### src/rtl/ld_pkg.sv
package ld_pkg;
  localparam int CTRL_ADDR = 0;
  localparam int STAT_ADDR = 1;
  localparam int AUTO_BIT  = 0;
  localparam int TRIG_BIT  = 1;

  typedef enum logic {
    SEQ_IDLE  = 1'b0,
    SEQ_SENSE = 1'b1
  } seq_state_t;
endpackage

### src/rtl/ld_regs.sv
module ld_regs
  import ld_pkg::*;
#(
  parameter int ADDR_W   = 2,
  parameter int DATA_W   = 8,
  parameter int NUM_DAC  = 6,
  parameter int STAT_LSB = 2
) (
  input  logic              clk,
  input  logic              rst,
  input  logic              reg_wr,
  input  logic [ADDR_W-1:0] reg_addr,
  input  logic [DATA_W-1:0] reg_wdata,
  input  logic [NUM_DAC-1:0] status,
  input  logic              busy,
  input  logic              start,
  output logic              auto_en,
  output logic              trig_req,
  output logic [DATA_W-1:0] reg_rdata
);
  localparam logic [ADDR_W-1:0] CTRL_A = ADDR_W'(CTRL_ADDR);
  localparam logic [ADDR_W-1:0] STAT_A = ADDR_W'(STAT_ADDR);

  logic              ctrl_wr;
  logic              trig_set;
  logic [DATA_W-1:0] rd_next;

  assign ctrl_wr  = reg_wr && (reg_addr == CTRL_A);
  // A trigger is accepted only in manual mode and only when idle.
  assign trig_set = ctrl_wr && reg_wdata[TRIG_BIT] && !reg_wdata[AUTO_BIT] && !busy;

  always_comb begin
    rd_next = '0;
    if (reg_addr == CTRL_A) begin
      rd_next[AUTO_BIT] = auto_en;
      rd_next[TRIG_BIT] = trig_req;
    end else if (reg_addr == STAT_A) begin
      rd_next[STAT_LSB +: NUM_DAC] = status;
    end
  end

  always_ff @(posedge clk) begin
    if (rst) begin
      auto_en   <= 1'b0;
      trig_req  <= 1'b0;
      reg_rdata <= '0;
    end else begin
      if (ctrl_wr) auto_en <= reg_wdata[AUTO_BIT];
      if (trig_set)   trig_req <= 1'b1;
      else if (start) trig_req <= 1'b0;
      reg_rdata <= rd_next;
    end
  end

  AST_TRIG_SELF_CLEAR: assert property (@(posedge clk) disable iff (rst)
    (trig_req && start && !trig_set) |=> !trig_req);
  AST_TRIG_ABSORBED: assert property (@(posedge clk) disable iff (rst)
    (busy && !trig_req) |=> !trig_req);
  AST_STAT_LOW_ZERO: assert property (@(posedge clk) disable iff (rst)
    ($past(reg_addr) == STAT_A && !$past(rst)) |-> reg_rdata[STAT_LSB-1:0] == '0);
endmodule

### src/rtl/ld_sequencer.sv
module ld_sequencer
  import ld_pkg::*;
#(
  parameter int SENSE_CYCLES = 4
) (
  input  logic clk,
  input  logic rst,
  input  logic auto_en,
  input  logic trig_req,
  input  logic frame_start,
  output logic start,
  output logic sense_strobe,
  output logic sample_pulse
);
  localparam int CNT_W = (SENSE_CYCLES > 1) ? $clog2(SENSE_CYCLES) : 1;
  localparam logic [CNT_W-1:0] LAST = CNT_W'(SENSE_CYCLES - 1);

  seq_state_t       state, state_nx;
  logic [CNT_W-1:0] cnt, cnt_nx;

  assign start        = (state == SEQ_IDLE) && ((auto_en && frame_start) || trig_req);
  assign sample_pulse = (state == SEQ_SENSE) && (cnt == LAST);

  always_comb begin
    state_nx = state;
    cnt_nx   = cnt;
    case (state)
      SEQ_IDLE: begin
        cnt_nx = '0;
        if (start) state_nx = SEQ_SENSE;
      end
      SEQ_SENSE: begin
        if (cnt == LAST) begin
          state_nx = SEQ_IDLE;
          cnt_nx   = '0;
        end else begin
          cnt_nx = cnt + 1'b1;
        end
      end
      default: state_nx = SEQ_IDLE;
    endcase
  end

  always_ff @(posedge clk) begin
    if (rst) begin
      state        <= SEQ_IDLE;
      cnt          <= '0;
      sense_strobe <= 1'b0;
    end else begin
      state        <= state_nx;
      cnt          <= cnt_nx;
      sense_strobe <= (state_nx == SEQ_SENSE);
    end
  end

  AST_STROBE_ENDS: assert property (@(posedge clk) disable iff (rst)
    (sense_strobe && cnt == LAST) |=> !sense_strobe);
  AST_STROBE_HOLDS: assert property (@(posedge clk) disable iff (rst)
    (sense_strobe && cnt != LAST) |=> sense_strobe);
  AST_AUTO_START: assert property (@(posedge clk) disable iff (rst)
    (!sense_strobe && auto_en && frame_start) |=> sense_strobe);
  AST_NO_SPURIOUS_START: assert property (@(posedge clk) disable iff (rst)
    (!sense_strobe && !auto_en && !trig_req) |=> !sense_strobe);
endmodule

### src/rtl/ld_capture.sv
module ld_capture #(
  parameter int NUM_DAC = 6
) (
  input  logic               clk,
  input  logic               rst,
  input  logic               sample_pulse,
  input  logic [NUM_DAC-1:0] dac_en,
  input  logic [NUM_DAC-1:0] cmp_match,
  output logic [NUM_DAC-1:0] status
);
  for (genvar k = 0; k < NUM_DAC; k++) begin : g_dac
    always_ff @(posedge clk) begin
      if (rst)               status[k] <= 1'b0;
      else if (sample_pulse) status[k] <= cmp_match[k] & dac_en[k];
    end
  end

  AST_STATUS_HOLD: assert property (@(posedge clk) disable iff (rst)
    !sample_pulse |=> $stable(status));
  AST_DISABLED_ZERO: assert property (@(posedge clk) disable iff (rst)
    sample_pulse |=> ((status & ~$past(dac_en)) == '0));
endmodule

### src/rtl/load_detect_ctrl.sv
module load_detect_ctrl #(
  parameter int ADDR_W       = 2,
  parameter int DATA_W       = 8,
  parameter int NUM_DAC      = 6,
  parameter int STAT_LSB     = 2,
  parameter int SENSE_CYCLES = 4
) (
  input  logic               clk,
  input  logic               rst,
  input  logic               reg_wr,
  input  logic [ADDR_W-1:0]  reg_addr,
  input  logic [DATA_W-1:0]  reg_wdata,
  output logic [DATA_W-1:0]  reg_rdata,
  input  logic               frame_start,
  input  logic [NUM_DAC-1:0] dac_en,
  input  logic [NUM_DAC-1:0] cmp_match,
  output logic               sense_strobe
);
  logic               auto_en;
  logic               trig_req;
  logic               start;
  logic               sample_pulse;
  logic [NUM_DAC-1:0] status;

  ld_regs #(
    .ADDR_W(ADDR_W), .DATA_W(DATA_W), .NUM_DAC(NUM_DAC), .STAT_LSB(STAT_LSB)
  ) u_regs (
    .clk(clk), .rst(rst), .reg_wr(reg_wr), .reg_addr(reg_addr),
    .reg_wdata(reg_wdata), .status(status), .busy(sense_strobe),
    .start(start), .auto_en(auto_en), .trig_req(trig_req),
    .reg_rdata(reg_rdata)
  );

  ld_sequencer #(.SENSE_CYCLES(SENSE_CYCLES)) u_seq (
    .clk(clk), .rst(rst), .auto_en(auto_en), .trig_req(trig_req),
    .frame_start(frame_start), .start(start), .sense_strobe(sense_strobe),
    .sample_pulse(sample_pulse)
  );

  ld_capture #(.NUM_DAC(NUM_DAC)) u_cap (
    .clk(clk), .rst(rst), .sample_pulse(sample_pulse), .dac_en(dac_en),
    .cmp_match(cmp_match), .status(status)
  );

  AST_START_FROM_IDLE: assert property (@(posedge clk) disable iff (rst)
    $rose(sense_strobe) |-> $past(start));
  AST_SAMPLE_IN_WINDOW: assert property (@(posedge clk) disable iff (rst)
    sample_pulse |-> sense_strobe);
endmodule

### config.mk
export PLATFORM = sky130hd
export DESIGN_NAME = load_detect_ctrl
export DESIGN_NICKNAME = d
export VERILOG_FILES = /design/src/rtl/ld_pkg.sv /design/src/rtl/ld_regs.sv /design/src/rtl/ld_sequencer.sv /design/src/rtl/ld_capture.sv /design/src/rtl/load_detect_ctrl.sv
export SDC_FILE = /design/constraint.sdc
export NUM_CORES = 1
export LEC_CHECK = 0
export BUFFER_PORTS_ARGS = -buffer_cell sky130_fd_sc_hd__buf_2
export CORE_AREA = 10 10 50 52
export CTS_CLUSTER_DIAMETER = 80
export CTS_CLUSTER_SIZE = 14
export DETAILED_ROUTE_END_ITERATION = 8
export DIE_AREA = 0 0 60 62
export PLACE_DENSITY = 0.76
export SLEW_MARGIN = 40
export SYNTH_ARGS = -nofsm -noshare
export SYNTH_HDL_FRONTEND = slang
export SYNTH_SLANG_ARGS = --single-unit
### constraint.sdc
create_clock -name clk -period 1.9 [get_ports clk]
set_input_delay 0.095 -clock clk [delete_from_list [all_inputs] [get_ports clk]]
set_output_delay 0.095 -clock clk [all_outputs]
set_load 0.1 [all_outputs]
# Yosys cells after proc, flatten, opt, wreduce, memory -nomap -nowiden
# Index checks and enable logic that the tools add are counted.
[classes]
addsub = 1
n_reduce_logical = 14
eq_ne = 2
bitwise_logic = 9
n_mux = 7
[ops]
columns = ["cell", "n"]
rows = [
  ["$logic_and A1 B1 Y1", 7],
  ["$and A1 B1 Y1", 6],
  ["$mux W1", 4],
  ["$pmux W2 S2", 1],
  ["$not A1 Y1", 3],
  ["$reduce_or A3 Y1", 1],
  ["$add A2 B1 Y2 const B", 1],
  ["$eq A2 B1 Y1 const B", 1],
  ["$eq A2 B2 Y1 const B", 1],
  ["$logic_not A1 Y1", 2],
  ["$logic_not A2 Y1", 1],
  ["$mux W2", 1],
  ["$pmux W1 S2", 1],
  ["$reduce_bool A2 Y1", 1],
  ["$reduce_or A2 Y1", 1],
  ["$logic_or A1 B1 Y1", 1],
]
[totals]
in_bits = 26
reg_bits = 19
out_inout_bits = 9

# Logic depth before layout (Yosys ltp)
# Gate-level depths: netlist of run 1.
[logic_depth]
ltp_word = 6
mapped_depth = 4

# Cells and area by module
# Synthesis of run 1 repeated with hierarchy kept, for this count alone.
[unflattened]
cells_unflattened = 63
area_unflattened_um2 = 689.4
[modules_own_cells]
columns = ["mod", "area_per_inst_um2", "n_inst", "cells_per_inst"]
rows = [
  ["ld_regs", 326.6, 1, 27],
  ["ld_capture", 229.0, 1, 25],
  ["ld_sequencer", 133.9, 1, 11],
]

# Worst setup path after synthesis of run 1
# No wires, ideal clock.
[synth_path]
path_type = "register -> register"
startpoint = "register u_seq.sense_strobe (netlist name)"
endpoint = "register u_seq.cnt[0]"
synth_period_minus_slack_ps = 1623
t_required_ps = 1804
path_stages_with_launch = 4
slack_ps = 277
t_arrival_ps = 1527
cell_sequence = "dfxtp_1 -> buf_6 -> buf_2 -> nor4b_1"
[synth_rtl]
columns = ["item", "line_no", "text"]
rows = [
  ["to (signal assigned)", "ld_sequencer.sv:51", "cnt <= cnt_nx;"],
  ["to (decl)", "ld_sequencer.sv:19", "logic [CNT_W-1:0] cnt, cnt_nx;"],
]

# Worst setup path after layout of run 1
[layout_path]
startpoint = "register u_seq.sense_strobe"
endpoint = "output port sense_strobe"
[layout_rtl]
columns = ["item", "line_no", "text"]
rows = [
  ["from (decl)", "ld_sequencer.sv:12", "output logic sense_strobe,"],
  ["from (signal assigned)", "ld_sequencer.sv:52", "sense_strobe <= (state_nx == SEQ_SENSE);"],
  ["to (decl)", "load_detect_ctrl.sv:17", "output logic sense_strobe"],
]
# No word-level cell between the ends.

==> results by group, run 1 <==
Worst setup path
  • Worst setup SP type: flop
  • CP Buf/Inv Count: 1
  • CP Capture Type: output pin
  • WP data required: 1.80 ns
  • Critical path peak fanout: 19
  • Crit path max-delay family: flip-flops
  • WP data arrival: 1.54 ns
  • CP max stage cell: dfxtp_1
  • CP max stage delay: 0.71 ns
  • Crit Path Class: flop to output pin
  • Critical-path cell list: buf_2

Layout
  • Final Util: 53.26%
  • Layout cells sized above 1: 42.86%
  • Layout net count: 119
  • Final instance area: 859.6 sq um
  • Commonest non-fill, non-tap cell in the layout: buf_2
  • Area grow syn2layout: 23.56%
  • Most frequent cells in the layout: 28 x buf_2, 19 x dfxtp_1, 8 x and2_1
  • Fill cell count: 152
  • Final Non-Filler Cells: 108
  • Antenna Cells: 0

Floorplanning
  • Starting density of the core: 43.10%
  • Die width: 60 um
  • I/O pins: 35
  • Die area: 3720 sq um
  • Row Count: 15
  • Core Region: 1614 sq um
  • Die H: 62 um

Route
  • DRT Pass-1 Iters: 2
  • Post-route ant nets: 0
  • DRT iter0 DRCs: 8
  • Via density per instance: 5.306
  • WL final: 1.479 mm
  • DR WL/cell: 13.69 um
  • Via count: 573
  • DRC Markers: 0

Global routing
  • GR Layer Usage met1: 7.235%
  • Total track usage: 8.233%
  • GRT overflow: 0
  • Initial antenna violation count: 0
  • First-pass GRT wire length: 2.283 mm
  • Vias in the first global route: 513
  • Most Crowded Layer GR: met2
  • Largest net degree at the start of global routing: 20
  • Met2 usage: 14.71%
  • GR Layer Usage met3: 3.659%

Power and ir drop
  • Internal power: 0.4986 mW
  • Max VDD drop: 0.2453 mV
  • Logic pwr share: 6.4%
  • Flop pwr share: 63.4%
  • NetSw: 0.1400 mW
  • Leakage: 0.3888 nW
  • Cell Pwr Density: 742.9 nW/um^2
  • Clock power share: 30.2%
  • Switching fraction of total power: 21.92%

STA
  • FMAX: 0.6104 GHz
  • Fin crit share: 86.23%
  • Skew final: 0.004930 ns
  • Final WS setup: 0.2616 ns
  • Slew headroom: 59.06%
  • Slew Viols, Final: 0
  • Worst Max-Slew Pin Slew: 0.6128 ns
  • Crit path time final: 1.638 ns
  • Post-route setup TNS: 0 ns
  • Final-report hold violation count: 0
  • Final setup viols: 0
  • RSZ-0062 raised after global routing: false

Place
  • Number of port buffers: 28
  • Dpl ws: 0.5776 ns
  • RePlAce Congestion: 0.6969
  • Placed insts: 104
  • DP Area: 832.0 sq um
  • Final HPWL DP: 1.163 mm

Clocking
  • Root buffer cell: clkbuf_4
  • CTS tree: built
  • H-tree Lvls: 1
  • Clock-pin slew on the worst setup and hold paths: 0.10 ns
  • TritonCTS Buffers: 3
  • Post-cts resize count: 0
  • CTS hold repair buffers: 0
  • Total clock sinks: 19
  • Worst skew pair latency: 0.29 ns
  • Max clock buf depth: 2
  • # Post-CTS Setup Buffers: 0

Yosys
  • Yosys cell types: 20
  • Synth warnings: 0
  • Syn_nets: 90
  • Post-synthesis sequential area ratio: 54.68%
  • Synth Area per Inst: 11.04 sq um
  • Mapped cell area: 695.7 sq um
  • Synth Register Bits: 19
  • Syn Inst Count: 63

Hold path
  • HP Class: primary input to flop

Outcome
  • Status: finished clean

Flow run
  • Max Cap Viol: 0
## metal layers
metal  share of wire, %  wire length, um
met1                 34              508
met2                 56              822
met3                8.0              119
met5                  0                0
met4                2.0               29
## per-stage QoR
step           hold slack [ns]  total power [mW]
2_1_floorplan           0.2464            0.4328
3_3_place_gp            0.3573            0.4542
3_5_place_dp            0.3655            0.4556
4_1_cts                0.05020            0.6458
5_1_grt                0.03342            0.6784
6_report               0.05748            0.6386
## synth_stat cells
cell	count	area, sq um
or3b_2	1	8.760
nand3b_1	1	7.510
nand2b_1	2	12.51
ha_1	1	12.51
dfxtp_1	19	380.4
mux2i_1	1	10.01
clkbuf_1	1	3.750
or4b_1	1	10.01
nor3_1	1	5.000
nor4bb_1	1	10.01
o21ai_1	1	5.000
a21oi_1	6	30.03
and2_1	8	50.05
nor3b_1	1	7.510
nor4b_1	1	8.760
buf_2	2	10.01
a21bo_2	6	60.06
buf_6	1	11.26
a211oi_1	2	15.01
nand4_1	6	37.54
## final cells by class
class	count	area [sq um]	area share, %
Multi-Input combinational cell	40	290.3	33.77
Timing Repair Buffer	28	140.1	16.30
Sequential cell	19	380.4	44.25
Clock inverter	1	5.005	0.5822
Clock buffer	3	22.52	2.620
Tap cell	17	21.27	2.475
## power groups by stage
stage	clock, mW	combinational [mW]	sequential, mW
2_1_floorplan	0	0.0153	0.418
3_3_place_gp	0	0.0402	0.414
3_5_place_dp	0	0.0415	0.414
4_1_cts	0.199	0.0415	0.405
5_1_grt	0.228	0.0446	0.406
6_report	0.193	0.0410	0.405
## tightest hold or removal path, cell delays in order
cell and delay [ns]:
buf_2 0.09, nand4_1 0.06, a21oi_1 0.06
## sequential cells by signal, summed over array words and instances (netlist names)
name	cells
u_cap.status	6
u_regs.auto_en	1
u_regs.reg_rdata	8
u_regs.trig_req	1
u_seq.cnt	2
u_seq.sense_strobe	1
## kinds of logic (layout without fill, tap and decap cells)
| group | Yosys count | after routing | synth area share, % |
|---|---|---|---|
| AND/OR/NAND/NOR | 23 | 23 | 22.66 |
| flip-flops | 19 | 19 | 54.68 |
| AO/OA/AOI/OAI | 15 | 15 | 15.83 |
| buffers and inverters | 4 | 32 | 3.597 |
| adder cells (fa/ha/maj) | 1 | 1 | 1.798 |
| multiplexers | 1 | 1 | 1.439 |
## final timing paths
path | from | end | slack (ns) | cells past startpoint
setup / recovery | u_seq.sense_strobe | sense_strobe | 0.26 | 1
hold / removal | dac_en[3] | u_cap.status[3] | 0.06 | 3
hold reg to reg | u_seq.cnt[0] | u_seq.cnt[0] | 0.44 | 1
setup reg to reg | u_seq.sense_strobe | u_regs.trig_req | 0.66 | 2
Power figures use the tool's default switching activity.
==> run 2, diff against run 1 <==
==> constraint.sdc (replaced) <==
create_clock -name clk -period 1.9 [get_ports clk]
set_input_delay 0.095 -clock clk [delete_from_list [all_inputs] [get_ports clk]]
set_output_delay 0.095 -clock clk [all_outputs]
set_load 0.01 [all_outputs]
==> run 2 against run 1 <==
Net effect: final cell count is the same; die area stayed put; clock skew about the same; routed wire length grew 0.34%; largest cell class unchanged; critical path type unchanged; worst hold slack improved by 0.00060 ns.
==> results by group, run 2 (synthesis gave the netlist of run 1 again) <==
Outcome
  • Status: finished clean

Worst setup path
  • Crit path max-delay family: flip-flops
  • Crit Path Class: flop to output pin
  • CP max stage delay: 0.72 ns
  • WP data required: 1.80 ns
  • CP Buf/Inv Count: 1
  • CP max stage cell: dfxtp_1
  • Critical path peak fanout: 19
  • Worst setup SP type: flop
  • Critical-path cell list: buf_2
  • WP data arrival: 1.24 ns
  • CP Capture Type: output pin

Floorplanning
  • I/O pins: 35
  • Core Region: 1614 sq um
  • Die H: 62 um
  • Die width: 60 um
  • Die area: 3720 sq um
  • Row Count: 15
  • Starting density of the core: 43.10%

Clocking
  • Total clock sinks: 19
  • CTS hold repair buffers: 0
  • CTS tree: built
  • # Post-CTS Setup Buffers: 0
  • Post-cts resize count: 0
  • Root buffer cell: clkbuf_4
  • Worst skew pair latency: 0.29 ns
  • TritonCTS Buffers: 3
  • Max clock buf depth: 2
  • Clock-pin slew on the worst setup and hold paths: 0.10 ns
  • H-tree Lvls: 1

Layout
  • Area grow syn2layout: 23.56%
  • Final instance area: 859.6 sq um
  • Fill cell count: 142
  • Layout cells sized above 1: 42.86%
  • Largest registers: u_regs.reg_rdata: 8 flops, u_cap.status: 6 flops, u_seq.cnt: 2 flops
  • Commonest non-fill, non-tap cell in the layout: buf_2
  • Largest register FFs: 8
  • Layout net count: 119
  • Antenna Cells: 0
  • Most frequent cells in the layout: 28 x buf_2, 19 x dfxtp_1, 8 x and2_1
  • Top reg by flops: u_regs.reg_rdata

Place
  • Number of port buffers: 28
  • RePlAce Congestion: 0.7037
  • DP Area: 832.0 sq um
  • Final HPWL DP: 1.128 mm

STA
  • Final-report hold violation count: 0
  • Slew Viols, Final: 0
  • Crit path time final: 1.339 ns
  • Skew final: 0.004865 ns
  • Worst Max-Slew Pin Slew: 0.6009 ns
  • Fin crit share: 70.46%
  • Post-route setup TNS: 0 ns
  • FMAX: 0.7469 GHz
  • RSZ-0062 raised after global routing: false
  • Slew headroom: 59.86%
  • Final setup viols: 0

Hold path
  • HP Class: primary input to flop

Route
  • DRC Markers: 0
  • DRT Pass-1 Iters: 4
  • Post-route ant nets: 0
  • DR WL/cell: 13.74 um
  • WL final: 1.484 mm
  • Via density per instance: 5.157
  • DRT iter0 DRCs: 4
  • Via count: 557

Global routing
  • GRT overflow: 0
  • Total track usage: 8.035%
  • Largest net degree at the start of global routing: 20
  • Initial antenna violation count: 0
  • First-pass GRT wire length: 2.283 mm
  • Vias in the first global route: 521

Flow run
  • Max Cap Viol: 0

Power and ir drop
  • Tot Pwr: 0.6325 mW
  • Leakage: 0.3888 nW
  • Cell Pwr Density: 735.8 nW/um^2
  • Max VDD drop: 0.3468 mV
-- run 2: cell counts in the layout (fill, tap and decap cells not counted) --
No cell type changed its count.
-- run 2: tightest hold or removal path: cells and delay by family --
family,cells,cell delay [ns]
buffers and inverters,1,0.09
and+or+nand+nor,1,0.06
AOI/OAI and AO/OA,1,0.06
-- run 2: final cells by class --
type / instances / area [sq um] / share of cell area (%)
multi-input combinational: 40 / 290.3 / 33.77
sequential: 19 / 380.4 / 44.25
tap: 17 / 21.27 / 2.475
timing repair buffer: 28 / 140.1 / 16.30
clock buffer: 3 / 22.52 / 2.620
clock inverter: 1 / 5.005 / 0.5822
-- run 2: power breakdown --
part | internal [mW] | switching (mW) | leakage [nW]
combinational | 0.0201 | 0.0142 | 0.218
clock | 0.0782 | 0.115 | 0.0177
sequential | 0.400 | 0.00469 | 0.153
-- run 2: per-layer routing --
| layer | routed length, um | part of all wire, % | up-vias | global-route usage, % |
|---|---|---|---|---|
| met3 | 132 | 8.9 | 0 | 2.439 |
| met5 | 0 | 0 | - | 0 |
| li1 | - | - | 284 | - |
| met4 | 0 | 0 | 0 | 5.769 |
| met2 | 794 | 54 | 12 | 13.82 |
| met1 | 558 | 38 | 261 | 8.080 |
-- run 2: path summary, 6_finish.rpt --
kind                            from               to  slack, ns  cells past startpoint
setup / recovery  u_seq.sense_strobe     sense_strobe       0.56                      1
hold reg to reg         u_seq.cnt[0]     u_seq.cnt[0]       0.43                      1
hold / removal             dac_en[4]  u_cap.status[4]       0.06                      3
setup reg to reg        u_seq.cnt[0]  u_cap.status[0]       0.64                      3
-- run 2: metrics by stage --
stage	hold slack [ns]	std cells	setup WS, ns	util [%]
2_1_floorplan	0.2464	63	0.8129	-
3_3_place_gp	0.3566	104	0.7057	51.55
3_5_place_dp	0.3743	104	0.6602	51.55
4_1_cts	0.05427	108	0.5482	53.26
5_1_grt	0.05264	108	0.4561	53.26
6_report	0.05808	108	0.5612	53.26
